## config.mk

```make
export PLATFORM = sky130hd
export DESIGN_NAME = lockstep_skew_cmp
export DESIGN_NICKNAME = d
export VERILOG_FILES = /design/src/rtl/lsk_pkg.sv /design/src/rtl/lsk_delay.sv /design/src/rtl/lsk_compare.sv /design/src/rtl/lsk_capture.sv /design/src/rtl/lockstep_skew_cmp.sv
export SDC_FILE = /design/constraint.sdc
export NUM_CORES = 1
export LEC_CHECK = 0
export BUFFER_PORTS_ARGS = -buffer_cell sky130_fd_sc_hd__buf_2
export CAP_MARGIN = 30
export CORE_UTILIZATION = 46
export DETAILED_ROUTE_END_ITERATION = 8
export PLACE_DENSITY = 0.78
export RECOVER_POWER = 25
export SYNTH_ARGS = -nofsm -noshare
export SYNTH_HDL_FRONTEND = slang
export SYNTH_SLANG_ARGS = --single-unit
export TNS_END_PERCENT = 20
```

## constraint.sdc

```tcl
create_clock -name clk -period 2 [get_ports clk]
set_clock_uncertainty 0.1 [all_clocks]
set_input_delay 0.2 -clock clk [delete_from_list [all_inputs] [get_ports clk]]
set_output_delay 0.2 -clock clk [all_outputs]
set_load 0.01 [all_outputs]
```

## src/rtl/lsk_pkg.sv

```systemverilog
`timescale 1ns/1ps
package lsk_pkg;
  localparam int FLD_N    = 4;
  localparam int FLD_ADDR = 0;
  localparam int FLD_DATA = 1;
  localparam int FLD_CTRL = 2;
  localparam int FLD_VLD  = 3;
  typedef logic [FLD_N-1:0] fld_mask_t;
endpackage

```

## src/rtl/lsk_delay.sv

```systemverilog
`timescale 1ns/1ps
// Fixed-depth shift register, cleared by reset.
module lsk_delay #(
  parameter int W     = 8,
  parameter int DEPTH = 2
) (
  input  logic         clk,
  input  logic         rst_n,
  input  logic [W-1:0] d,
  output logic [W-1:0] q
);
  logic [DEPTH-1:0][W-1:0] stg;

  always_ff @(posedge clk or negedge rst_n) begin
    if (!rst_n) begin
      stg <= '0;
    end else begin
      stg[0] <= d;
      for (int i = 1; i < DEPTH; i++) stg[i] <= stg[i-1];
    end
  end

  assign q = stg[DEPTH-1];
endmodule

```

## src/rtl/lsk_compare.sv

```systemverilog
`timescale 1ns/1ps
// Combinational field comparison of two aligned bundles.
module lsk_compare
  import lsk_pkg::*;
#(
  parameter int ADDR_W = 32,
  parameter int DATA_W = 32,
  parameter int CTRL_W = 4
) (
  input  logic              m_vld,
  input  logic [ADDR_W-1:0] m_addr,
  input  logic [DATA_W-1:0] m_wdata,
  input  logic [CTRL_W-1:0] m_ctrl,
  input  logic              c_vld,
  input  logic [ADDR_W-1:0] c_addr,
  input  logic [DATA_W-1:0] c_wdata,
  input  logic [CTRL_W-1:0] c_ctrl,
  output fld_mask_t         diff
);
  always_comb begin
    diff = '0;
    if (m_vld != c_vld) begin
      diff[FLD_VLD] = 1'b1;
    end else if (m_vld) begin
      diff[FLD_ADDR] = (m_addr  != c_addr);
      diff[FLD_DATA] = (m_wdata != c_wdata);
      diff[FLD_CTRL] = (m_ctrl  != c_ctrl);
    end
  end
endmodule

```

## src/rtl/lsk_capture.sv

```systemverilog
`timescale 1ns/1ps
// Fill window, step counter, sticky flag, interrupt and first-fault capture.
module lsk_capture
  import lsk_pkg::*;
#(
  parameter int SKEW   = 2,
  parameter int CNT_W  = 16,
  parameter bit RST_EN = 1'b1
) (
  input  logic             clk,
  input  logic             rst_n,
  input  logic             clr,
  input  logic             m_vld_d,
  input  fld_mask_t        diff,
  output logic             flag,
  output logic             irq,
  output logic             rst_req,
  output logic [CNT_W-1:0] cap_step,
  output fld_mask_t        cap_mask
);
  localparam int FILL_W = $clog2(SKEW + 1);
  localparam logic [FILL_W-1:0] FILL_END = FILL_W'(SKEW);

  logic [FILL_W-1:0] fill_q;
  logic [CNT_W-1:0]  step_q;
  logic              armed, hit, first;

  assign armed = (fill_q == FILL_END);
  assign hit   = armed && (|diff);
  assign first = hit && (!flag || clr);

  always_ff @(posedge clk or negedge rst_n) begin
    if (!rst_n) begin
      fill_q   <= '0;
      step_q   <= '0;
      flag     <= 1'b0;
      irq      <= 1'b0;
      cap_step <= '0;
      cap_mask <= '0;
    end else begin
      if (!armed) fill_q <= fill_q + FILL_W'(1);
      if (armed && m_vld_d) step_q <= step_q + CNT_W'(1);
      if (hit)      flag <= 1'b1;
      else if (clr) flag <= 1'b0;
      irq <= first;
      if (first) begin
        cap_step <= step_q;
        cap_mask <= diff;
      end
    end
  end

  if (RST_EN) begin : g_rreq
    assign rst_req = flag;
  end else begin : g_norreq
    assign rst_req = 1'b0;
  end
endmodule

```

## src/rtl/lockstep_skew_cmp.sv

```systemverilog
`timescale 1ns/1ps
module lockstep_skew_cmp
  import lsk_pkg::*;
#(
  parameter int ADDR_W = 32,
  parameter int DATA_W = 32,
  parameter int CTRL_W = 4,
  parameter int IN_W   = 16,
  parameter int SKEW   = 2,
  parameter int CNT_W  = 16,
  parameter bit RST_EN = 1'b1
) (
  input  logic              clk,
  input  logic              rst_n,
  input  logic              in_vld,
  input  logic [IN_W-1:0]   in_data,
  output logic              chk_in_vld,
  output logic [IN_W-1:0]   chk_in_data,
  input  logic              main_vld,
  input  logic [ADDR_W-1:0] main_addr,
  input  logic [DATA_W-1:0] main_wdata,
  input  logic [CTRL_W-1:0] main_ctrl,
  input  logic              chk_vld,
  input  logic [ADDR_W-1:0] chk_addr,
  input  logic [DATA_W-1:0] chk_wdata,
  input  logic [CTRL_W-1:0] chk_ctrl,
  input  logic              err_clr,
  output logic              err_flag,
  output logic              err_irq,
  output logic              rst_req,
  output logic [CNT_W-1:0]  cap_step,
  output logic [FLD_N-1:0]  cap_mask
);
  localparam int IN_BW  = 1 + IN_W;
  localparam int OUT_BW = 1 + ADDR_W + DATA_W + CTRL_W;

  logic              dm_vld;
  logic [ADDR_W-1:0] dm_addr;
  logic [DATA_W-1:0] dm_wdata;
  logic [CTRL_W-1:0] dm_ctrl;
  fld_mask_t         diff;

  lsk_delay #(.W(IN_BW), .DEPTH(SKEW)) u_in_dly (
    .clk(clk), .rst_n(rst_n),
    .d({in_vld, in_data}),
    .q({chk_in_vld, chk_in_data})
  );

  lsk_delay #(.W(OUT_BW), .DEPTH(SKEW)) u_out_dly (
    .clk(clk), .rst_n(rst_n),
    .d({main_vld, main_addr, main_wdata, main_ctrl}),
    .q({dm_vld, dm_addr, dm_wdata, dm_ctrl})
  );

  lsk_compare #(.ADDR_W(ADDR_W), .DATA_W(DATA_W), .CTRL_W(CTRL_W)) u_cmp (
    .m_vld(dm_vld), .m_addr(dm_addr), .m_wdata(dm_wdata), .m_ctrl(dm_ctrl),
    .c_vld(chk_vld), .c_addr(chk_addr), .c_wdata(chk_wdata), .c_ctrl(chk_ctrl),
    .diff(diff)
  );

  lsk_capture #(.SKEW(SKEW), .CNT_W(CNT_W), .RST_EN(RST_EN)) u_cap (
    .clk(clk), .rst_n(rst_n), .clr(err_clr), .m_vld_d(dm_vld), .diff(diff),
    .flag(err_flag), .irq(err_irq), .rst_req(rst_req),
    .cap_step(cap_step), .cap_mask(cap_mask)
  );
endmodule

```

==> results of run 1 <==
-- routing by layer --
layer,global-route usage,part of all wire,up-vias
li1,-,-,2137
met1,0.2521,0.36,2393
met2,0.4322,0.55,196
met3,0.06116,0.069,33
met4,0.06095,0.025,0
met5,0,0,-
-- kinds of logic after synthesis --
family,count (synthesis),share of synthesized area
AO/OA/AOI/OAI,30,0.03534
XOR/XNOR,84,0.1034
adder cells (fa/ha/maj),2,0.003516
buffers and inverters,31,0.02866
flip-flops,212,0.7454
multiplexers,17,0.02409
AND/OR/NAND/NOR,87,0.05960
-- synthesized netlist by cell type --
cell type,instances,area share
a221o_1,16,0.023
nand4_1,10,0.0088
a21oi_1,3,0.0021
and3_1,1,0.00088
ha_1,2,0.0035
buf_4,17,0.018
and4_1,1,0.0012
mux2i_1,16,0.023
a21o_1,1,0.0011
o21bai_1,3,0.0032
inv_1,3,0.0016
buf_6,1,0.0016
o21ai_0,2,0.0014
buf_12,1,0.0028
or2_1,1,0.00088
and2_1,1,0.00088
xnor2_1,17,0.021
nor2_1,8,0.0042
mux2_2,1,0.0016
xor2_1,67,0.082
nand2b_1,2,0.0018
o21a_1,3,0.0032
nor4_2,1,0.0018
nand2_1,41,0.022
o21ai_1,1,0.00070
nor4_1,16,0.014
a22o_1,1,0.0012
clkbuf_1,9,0.0047
nor3_1,1,0.00070
nand3_1,4,0.0028
dfrtp_1,212,0.75
-- registers in the layout, indices dropped and copies added, names as in the netlist --
| register | count |
|---|---|
| u_cap.step_q | 16 |
| u_cap.flag | 1 |
| u_cap.fill_q | 2 |
| u_in_dly.stg | 17 |
| u_cap.cap_step | 16 |
| u_cap.irq | 1 |
| u_out_dly.stg | 69 |
| u_out_dly.q | 69 |
| u_cap.cap_mask | 4 |
| u_in_dly.q | 17 |
-- power groups by stage --
stage | logic, mW | clock network (mW) | registers, mW
final | 0.968 | 4.52 | 4.86
after global routing | 1.07 | 4.80 | 4.90
after CTS | 0.950 | 4.57 | 4.86
after detailed placement | 0.807 | 0 | 4.93
after global placement | 0.772 | 0 | 4.90
after floorplan | 0.377 | 0 | 4.88
-- path summary, 6_finish.rpt --
kind                                                   to  slack, ns
hold reg to reg                 u_out_dly.q[56]$_DFF_PN0_       0.25
hold / removal              u_cap.cap_mask[3]$_DFFE_PN0P_       0.06
setup reg to reg           u_cap.cap_step[12]$_DFFE_PN0P_      -0.53
min in group asynchronous      u_in_dly.stg[10]$_DFF_PN0_       0.12
max in group asynchronous     u_cap.step_q[0]$_DFFE_PN0P_       1.00
setup / recovery           u_cap.cap_step[12]$_DFFE_PN0P_      -0.53
-- through the flow --
| step | power [mW] | TNS (ns) | setup slack, ns | util |
|---|---|---|---|---|
| global route | 10.77 | -11.34 | -0.5935 | 0.6696 |
| detailed placement | 5.736 | -9.170 | -0.5133 | 0.5497 |
| floorplan | 5.260 | -0.4798 | -0.05999 | - |
| global placement | 5.668 | -7.525 | -0.4023 | 0.5497 |
| finish | 10.36 | -9.975 | -0.5334 | 0.6696 |
| CTS | 10.38 | -8.835 | -0.4747 | 0.6631 |
-- what timing repair did --
| action | CTS | global route |
|---|---|---|
| hold buffers | 88 | 0 |
| hold endpoints to repair | 289 | 0 |
| cloned | 0 | 2 |
| setup buffers | 1 | 1 |
| endpoints found under the setup margin | 21 | 22 |
| resized for setup | 2 | 8 |
| pin swaps | 2 | 4 |
-- worst register-to-register path: cells and delay by family, from the launching register on --
kind                   cells  cell delay, ns
AND/OR/NAND/NOR            3            1.09
flip-flops                 1            0.39
buffers and inverters      2            0.34
AO/OA/AOI/OAI              1            0.26
XOR/XNOR                   1            0.16
multiplexers               1            0.08
-- final cells by class --
type	instances	share of cell area
Clock buffer	30	0.06218
Clock inverter	9	0.01838
Inverter	3	0.001110
Multi-Input combinational cell	220	0.1641
Sequential cell	212	0.5231
Tap cell	188	0.02320
Timing Repair Buffer	305	0.2079
==> impl_metrics.csv, run 1 <==
group,metric,value,unit
status,run_status,"finished with violations",
status,failed_checks,"negative setup slack",
clocking,clock_latency_reported_for_the_late_side_of_the_worst_skew_pair,0.51,ns
cells_and_area,sequential_area,0.005305,sq mm
worst_setup_path,crit_required,2.27,ns
cells_and_area,post_layout_nonfiller_instances,967,
worst_setup_path,critical_path.startpoint,"u_out_dly.q[21]$_DFF_PN0_",
place,place.detailed.instances,835,
timing,worst_slew_margin_rel,0.5950,
clocking,htree_num_levels,1,
worst_setup_path,cpPeakStageDelay,0.46,ns
power,switchingPower,2.371,mW
yosys,synth.net_count,623,
global_route,first_global_vias,5441,
worst_setup_path,critical_path_buf_inv_count,2,
place,detailedPlacementHpwl,9925,microns
power,ir_drop,0.0008737,V
clocking,worst_setup_hold_path_clk_slew,0.07,ns
timing,post_route_minimum_period,2.533,ns
cells_and_area,mostFrequentLayoutCells,"212 x dfrtp_1, 190 x buf_2, 88 x dlygate4sd3_1, 66 x xor2_1, 41 x nand2_1",
floorplanning,floorplan.io_pins,198,
cells_and_area,area_delta_synth_final,42.49,%
clocking,cts_made_buffers,22,
yosys,synth_cells,463,
place,routability_cong,0.7598,
power,internal_power,7.985,mW
route,drt-pass1-iter-count,5,
worst_setup_path,cp.depth,8,
power,switching_share,0.2290,
hold_path,timing.hold.worst_path_depth,4,
timing,min_period_over_period,1.267,
hold_path,timing.hold.worst.class,"input pin to register",
floorplanning,die_x,126.4,microns
route,detail_route.iter0.violations,202,
place,placement.cell_area,0.008325,sq mm
cells_and_area,diode_insertion_count_for_antenna_repair,0,
worst_setup_path,timing.setup.critical_path_class,"register to register",
flow_run,drv.max_cap_violation_count,0,
yosys,syn-cell-area,0.007117,sq mm
worst_setup_path,worst_setup_path_end_kind,"register",
cells_and_area,layout.cells.most_common,"dfrtp_1",
power,p_per_area,1021,mW/mm^2
yosys,syn-mean-instance-area,15.37,sq um
floorplanning,initial_core_util,0.4699,
yosys,synth_warnings,0,
timing,tightest_slew,0.6075,ns
global_route,grt_max_degree,64,
floorplanning,dieArea,0.01597,sq mm
cells_and_area,nets,924,
hold_path,hold_path.startpoint,"chk_vld",
clocking,tritoncts,"yes",
timing,unrepaired_setup_endpoints_after_global_routing,"yes",
worst_setup_path,timing.critical_path.slowest_stage_cell,"nor4_1",
floorplanning,die_height,126.4,microns
worst_setup_path,crit_path_max_fanout,8,
power,leakagePower,4.786,nW
route,route.detailed.vias_per_inst,4.921,
worst_setup_path,path_cells,"xor2_1 -> nor4_1 -> nand4_1 -> nor4_4 -> buf_6 -> clkbuf_16 -> mux2i_1 -> a221o_1",
yosys,yosys.cell_types.count,31,
clocking,clock_sink_count,212,
cells_and_area,area_of_the_multi_input_gates,0.001664,sq mm
yosys,synth-seq-area-share,0.7454,
route,vias,4759,
global_route,antenna_found_initial,0,
floorplanning,placeableCoreArea,0.01515,sq mm
worst_setup_path,critPathArrivalTime,2.80,ns
clocking,clock_path_buffers,3,
worst_setup_path,critical_path.startpoint_type,"register",
worst_setup_path,rr_worst_depth,8,
global_route,grt_pass1_wl,27710,microns
route,post-route-drc-count,0,
route,drt-wirelength-per-cell,18.06,microns
yosys,synth-seq-cells,212,
timing,setup_violations,20,
cells_and_area,layout.filler_cells,1007,
timing,holdWs,0.05788,ns
place,numPortBuffers,197,
timing,setup_slack,-0.5334,ns
worst_setup_path,dominant_delay_contributor_by_cell_family_on_the_critical_path,"simple AND/OR/NAND/NOR gates",
route,totalWireLength,17460,microns
cells_and_area,post_route_cells_drive_above_1_share,0.3312,
cells_and_area,final_area,0.01014,sq mm
global_route,overflow,0,
worst_setup_path,critical_path.reg2reg.startpoint,"u_out_dly.q[21]$_DFF_PN0_",
floorplanning,placementRows,45,
clocking,cts_root_buf,"clkbuf_16",
power,p_comb_frac,0.093,
timing,report.final.slew_viol_count,0,
power,seq_pwr_share,0.470,
route,ant_nets,0,
timing,report.final.hold_viol_count,0,
power,pwr-share-clk,0.437,
timing,fmaxAchievable,394.7,MHz
global_route,total_grt_usage,0.2286,
Note: power is estimated with default switching activity, not from simulation.
==> run 2: changes to the inputs <==
--- a/config.mk
+++ b/config.mk
@@ -11,6 +11,7 @@
 export DETAILED_ROUTE_END_ITERATION = 8
 export PLACE_DENSITY = 0.78
 export RECOVER_POWER = 25
+export SETUP_SLACK_MARGIN = 0.05
 export SYNTH_ARGS = -nofsm -noshare
 export SYNTH_HDL_FRONTEND = slang
 export SYNTH_SLANG_ARGS = --single-unit
==> constraint.sdc (replaced) <==
create_clock -name clk -period 2 [get_ports clk]
set_clock_uncertainty 0.1 [all_clocks]
set_input_delay 0.2 -clock clk [delete_from_list [all_inputs] [get_ports clk]]
set_output_delay 0.2 -clock clk [all_outputs]
set_load 0.02 [all_outputs]
==> impl_metrics.csv, run 2 (synthesis results as in run 1) <==
group,metric,value,unit
worst_setup_path,r2r_slack,-0.55,ns
clocking,clock_sink_count,212,
timing,tightest_slew,0.6429,ns
global_route,overflow,0,
power,leakagePower,4.786,nW
worst_setup_path,crit_required,2.27,ns
floorplanning,placeableCoreArea,0.01515,sq mm
timing,worst_slew_margin_rel,0.5714,
place,dp_slack,-0.5133,ns
worst_setup_path,timing.critical_path.to,"u_cap.cap_step[12]$_DFFE_PN0P_",
floorplanning,placementRows,45,
cells_and_area,nets,924,
cells_and_area,area_delta_synth_final,42.53,%
power,seq_pwr_share,0.466,
clocking,tritoncts,"yes",
timing,report.final.slew_viol_count,0,
worst_setup_path,rr_worst_depth,8,
global_route,antenna_found_initial,0,
power,ir_drop,0.0008744,V
worst_setup_path,crit_path_max_fanout,8,
route,drt-wirelength-per-cell,18.09,microns
timing,unrepaired_setup_endpoints_after_global_routing,"yes",
place,detailedPlacementHpwl,9925,microns
timing,setup_slack,-0.5520,ns
clocking,htree_num_levels,1,
worst_setup_path,critical_path.startpoint,"u_out_dly.q[21]$_DFF_PN0_",
floorplanning,dieArea,0.01597,sq mm
route,route.detailed.vias_per_inst,4.940,
timing,setup_violations,21,
route,ant_nets,0,
clocking,clock_path_buffers,3,
route,detail_route.iter0.violations,219,
hold_path,timing.hold.worst_path_depth,4,
worst_setup_path,critPathArrivalTime,2.82,ns
clocking,clock_latency_reported_for_the_late_side_of_the_worst_skew_pair,0.51,ns
clocking,cts_made_buffers,22,
timing,report.final.hold_viol_count,0,
floorplanning,die_height,126.4,microns
floorplanning,initial_core_util,0.4699,
route,vias,4777,
worst_setup_path,worst_setup_path_end_kind,"register",
place,routability_cong,0.7598,
cells_and_area,post_route_cells_drive_above_1_share,0.3325,
floorplanning,die_x,126.4,microns
power,switchingPower,2.448,mW
power,switching_share,0.2346,
route,drt-pass1-iter-count,4,
worst_setup_path,critical_path.reg2reg.startpoint,"u_out_dly.q[21]$_DFF_PN0_",
cells_and_area,diode_insertion_count_for_antenna_repair,0,
global_route,grt_max_degree,64,
power,internal_power,7.986,mW
flow_run,drv.max_cap_violation_count,0,
route,post-route-drc-count,0,
worst_setup_path,timing.setup.critical_path_class,"register to register",
cells_and_area,final_util,0.6697,
timing,fmaxAchievable,391.8,MHz
clocking,worst_setup_hold_path_clk_slew,0.07,ns
place,numPortBuffers,197,
status,run_status,"finished with violations",
worst_setup_path,critical_path.startpoint_type,"register",
cells_and_area,layout.cells.most_common,"dfrtp_1",
worst_setup_path,critical_register_to_register_path_endpoint,"u_cap.cap_step[12]$_DFFE_PN0P_",
global_route,first_global_vias,5441,
floorplanning,floorplan.io_pins,198,
clocking,cts_root_buf,"clkbuf_16",
timing,min_period_over_period,1.276,
cells_and_area,layout.filler_cells,1007,
hold_path,timing.hold.worst.class,"input pin to register",
cells_and_area,sequential_area,0.005305,sq mm
power,p_comb_frac,0.100,
route,totalWireLength,17490,microns
power,pwr-share-clk,0.434,
global_route,total_grt_usage,0.2286,
cells_and_area,area_of_the_multi_input_gates,0.001667,sq mm
power,p_per_area,1029,mW/mm^2
timing,post_route_minimum_period,2.552,ns
global_route,grt_pass1_wl,27710,microns
status,failed_checks,"negative setup slack",
cells_and_area,mostFrequentLayoutCells,"212 x dfrtp_1, 190 x buf_2, 88 x dlygate4sd3_1, 66 x xor2_1, 41 x nand2_1",
timing,holdWs,0.05812,ns
==> run 2: cell counts in the layout (fill, tap and decap cells not counted) <==
No cell type changed its count.
==> run 2: layout make-up <==
type,count,area share
sequential,212,0.5230
timing repair buffer,305,0.2078
multi-input combinational,220,0.1643
clock buffer,30,0.06217
tap,188,0.02319
clock inverter,9,0.01838
inverter,3,0.001110
==> run 2: power by group through the flow <==
stage / Combinational, mW / Clock [mW] / Sequential [mW]
after floorplan: 0.391 / 0 / 4.94
after global placement: 0.845 / 0 / 4.90
after detailed placement: 0.879 / 0 / 4.93
after CTS: 1.02 / 4.57 / 4.86
after global routing: 1.14 / 4.80 / 4.90
final: 1.04 / 4.53 / 4.87
==> run 2: critical path, stage by stage, from the launching register on <==
cell	delay [ns]
dfrtp_1	0.39
xor2_1	0.16
nor4_1	0.47
nand4_1	0.33
nor4_4	0.30
buf_6	0.17
clkbuf_16	0.17
mux2i_1	0.08
a221o_1	0.25
==> run 2: stage by stage <==
step	TNS, ns	instances	cell area, sq um	power [mW]
2_1_floorplan	-0.4793	463	7117	5.332
3_3_place_gp	-7.525	835	8325	5.741
3_5_place_dp	-9.170	835	8325	5.809
4_1_cts	-8.835	963	10040	10.45
5_1_grt	-11.34	967	10140	10.84
6_report	-10.51	967	10140	10.43
==> run 2: timing repair <==
| action | CTS | global route |
|---|---|---|
| setup endpoints to repair | 22 | 24 |
| pin swaps | 3 | 5 |
| hold buffers | 88 | 0 |
| setup buffers | 1 | 1 |
| gates cloned | 0 | 2 |
| gates resized for setup | 2 | 9 |
| hold endpoints to repair | 289 | 0 |
==> run 2: worst min path at each step <==
| stage | slack (ns) | startpoint | end |
|---|---|---|---|
| floorplan | -0.20 | rst_n | u_cap.cap_mask[0]$_DFFE_PN0P_ |
| global placement | 0.07 | rst_n | u_in_dly.stg[4]$_DFF_PN0_ |
| detailed placement | 0.09 | rst_n | u_in_dly.stg[4]$_DFF_PN0_ |
| CTS | 0.02 | chk_vld | u_cap.cap_mask[3]$_DFFE_PN0P_ |
| global route | 0.06 | chk_vld | u_cap.cap_mask[3]$_DFFE_PN0P_ |
| finish | 0.06 | chk_vld | u_cap.cap_mask[3]$_DFFE_PN0P_ |
==> run 2: metal layers <==
metal / part of all wire / global-route usage / vias to the layer above
met5: 0 / 0 / -
met4: 0.025 / 0.06095 / 0
met3: 0.068 / 0.06116 / 33
met2: 0.54 / 0.4322 / 216
met1: 0.36 / 0.2521 / 2391
li1: - / - / 2137
==> run 3: changes to the inputs <==
--- a/config.mk
+++ b/config.mk
@@ -9,6 +9,7 @@
 export CAP_MARGIN = 30
 export CORE_UTILIZATION = 46
 export DETAILED_ROUTE_END_ITERATION = 8
+export MAX_ROUTING_LAYER = met4
 export PLACE_DENSITY = 0.78
 export RECOVER_POWER = 25
 export SETUP_SLACK_MARGIN = 0.05
==> impl_metrics.csv, run 3 (synthesis results as in run 1) <==
group,metric,value,unit
worst_setup_path,timing.setup.critical_path_class,"register to register",
cells_and_area,diode_insertion_count_for_antenna_repair,0,
status,failed_checks,"negative setup slack",
route,totalWireLength,17640,microns
global_route,overflow,0,
route,drt-wirelength-per-cell,18.24,microns
timing,worst_slew_margin_rel,0.5836,
worst_setup_path,dominant_delay_contributor_by_cell_family_on_the_critical_path,"simple AND/OR/NAND/NOR gates",
clocking,cts_root_buf,"clkbuf_16",
timing,setup_violations,20,
global_route,first_global_vias,5452,
worst_setup_path,worst_setup_path_end_kind,"register",
cells_and_area,nets,924,
power,leakagePower,4.789,nW
floorplanning,initial_core_util,0.4699,
worst_setup_path,critPathArrivalTime,2.72,ns
route,ant_nets,0,
clocking,tritoncts,"yes",
route,drt-pass1-iter-count,4,
global_route,grt_max_degree,64,
clocking,clock_latency_reported_for_the_late_side_of_the_worst_skew_pair,0.51,ns
route,post-route-drc-count,0,
timing,holdWs,0.06021,ns
cells_and_area,post_route_cells_drive_above_1_share,0.3350,
power,p_per_area,1028,mW/mm^2
global_route,total_grt_usage,0.2359,
worst_setup_path,path_cells,"xor2_2 -> nor4_4 -> buf_4 -> nand4_1 -> nor4_4 -> buf_6 -> clkbuf_16 -> mux2i_1 -> a221o_1",
clocking,htree_num_levels,1,
timing,tightest_slew,0.6247,ns
floorplanning,die_x,126.4,microns
timing,post_route_minimum_period,2.452,ns
cells_and_area,area_delta_synth_final,42.84,%
floorplanning,placeableCoreArea,0.01515,sq mm
power,tot_pwr,10.45,mW
clocking,clock_path_buffers,3,
route,vias,4755,
worst_setup_path,worst_path_most_repeated_cell,"nor4_4",
route,detail_route.iter0.violations,223,
timing,unrepaired_setup_endpoints_after_global_routing,"yes",
worst_setup_path,critical_path.startpoint_type,"register",
hold_path,timing.hold.worst.class,"input pin to register",
timing,min_period_over_period,1.226,
clocking,cts_made_buffers,22,
global_route,antenna_found_initial,0,
cells_and_area,mostFrequentLayoutCells,"212 x dfrtp_1, 190 x buf_2, 88 x dlygate4sd3_1, 65 x xor2_1, 41 x nand2_1",
flow_run,drv.max_cap_violation_count,0,
worst_setup_path,crit_required,2.27,ns
status,run_status,"finished with violations",
timing,report.final.hold_viol_count,0,
cells_and_area,layout.cells.most_common,"dfrtp_1",
place,routability_cong,0.7698,
power,ir_drop,0.0008803,V
floorplanning,die_height,126.4,microns
timing,setup_slack,-0.4519,ns
clocking,worst_setup_hold_path_clk_slew,0.06,ns
floorplanning,placementRows,45,
worst_setup_path,timing.critical_path.slowest_stage_cell,"dfrtp_1",
clocking,clock_sink_count,212,
floorplanning,dieArea,0.01597,sq mm
place,numPortBuffers,197,
timing,fmaxAchievable,407.8,MHz
global_route,grt_pass1_wl,27700,microns
timing,report.final.slew_viol_count,0,
place,detailedPlacementHpwl,9925,microns
worst_setup_path,cpPeakStageDelay,0.42,ns
route,route.detailed.vias_per_inst,4.917,
worst_setup_path,critical_path_buf_inv_count,3,
worst_setup_path,crit_path_max_fanout,8,
floorplanning,floorplan.io_pins,198,
[run 3: final cells by class]
| cell class | count | area [sq um] |
|---|---|---|
| multi-input cells | 220 | 1689 |
| clock buffers | 30 | 630.6 |
| well taps | 188 | 235.2 |
| fillers | 1005 | 4980 |
| clock inverters | 9 | 186.4 |
| flip-flops and latches | 212 | 5305 |
| inverters | 3 | 11.26 |
| repair buffers | 305 | 2108 |
[run 3: per-stage QoR]
stage,cells,cell area [sq um],utilization,setup WS [ns],TNS [ns]
finish,967,10170,0.6712,-0.4519,-8.457
floorplan,463,7117,-,-0.05993,-0.4793
CTS,963,10040,0.6631,-0.4747,-8.835
global placement,835,8325,0.5497,-0.4023,-7.525
global route,967,10170,0.6712,-0.5809,-11.14
detailed placement,835,8325,0.5497,-0.5133,-9.170
[run 3: path summary, 6_finish.rpt]
path | startpoint | to | slack, ns | depth (start not counted)
max | u_out_dly.q[17]$_DFF_PN0_ | u_cap.cap_step[2]$_DFFE_PN0P_ | -0.45 | 9
min | chk_vld | u_cap.cap_mask[3]$_DFFE_PN0P_ | 0.06 | 4
max reg2reg | u_out_dly.q[17]$_DFF_PN0_ | u_cap.cap_step[2]$_DFFE_PN0P_ | -0.45 | 9
min reg2reg | u_out_dly.stg[50]$_DFF_PN0_ | u_out_dly.q[50]$_DFF_PN0_ | 0.25 | 0
max in group asynchronous | rst_n | u_cap.step_q[0]$_DFFE_PN0P_ | 0.99 | 3
min in group asynchronous | rst_n | u_in_dly.stg[10]$_DFF_PN0_ | 0.11 | 2
[run 3: where the power goes]
group | leakage (nW) | internal (mW) | switching [mW] | total [mW]
Combinational | 1.87 | 0.522 | 0.528 | 1.05
Sequential | 2.52 | 4.61 | 0.260 | 4.87
Clock | 0.392 | 2.86 | 1.67 | 4.53
Total | 4.79 | 7.99 | 2.46 | 10.4
[run 3: tightest hold or removal path: cells and delay by family]
kind,cells,cell delay [ns]
buf+inv,1,0.09
simple gates,1,0.10
compound gates,2,0.22
[run 3: repair_timing]
| action | in CTS | in global routing |
|---|---|---|
| gates resized for setup | 2 | 12 |
| buffers inserted | 1 | 1 |
| hold buffers | 88 | 0 |
| pin swaps | 3 | 7 |
| endpoints found under the setup margin | 22 | 24 |
| cloned | 0 | 2 |
| endpoints found under the hold margin | 289 | 0 |
[run 3: metal layers]
layer / routed length, microns / up-vias / global-route usage / part of all wire
li1: - / 2137 / - / -
met1: 6542 / 2388 / 0.2600 / 0.37
met2: 9642 / 195 / 0.4348 / 0.55
met3: 1006 / 35 / 0.05019 / 0.057
met4: 448 / 0 / 0.05528 / 0.025
met5: 0 / - / - / 0
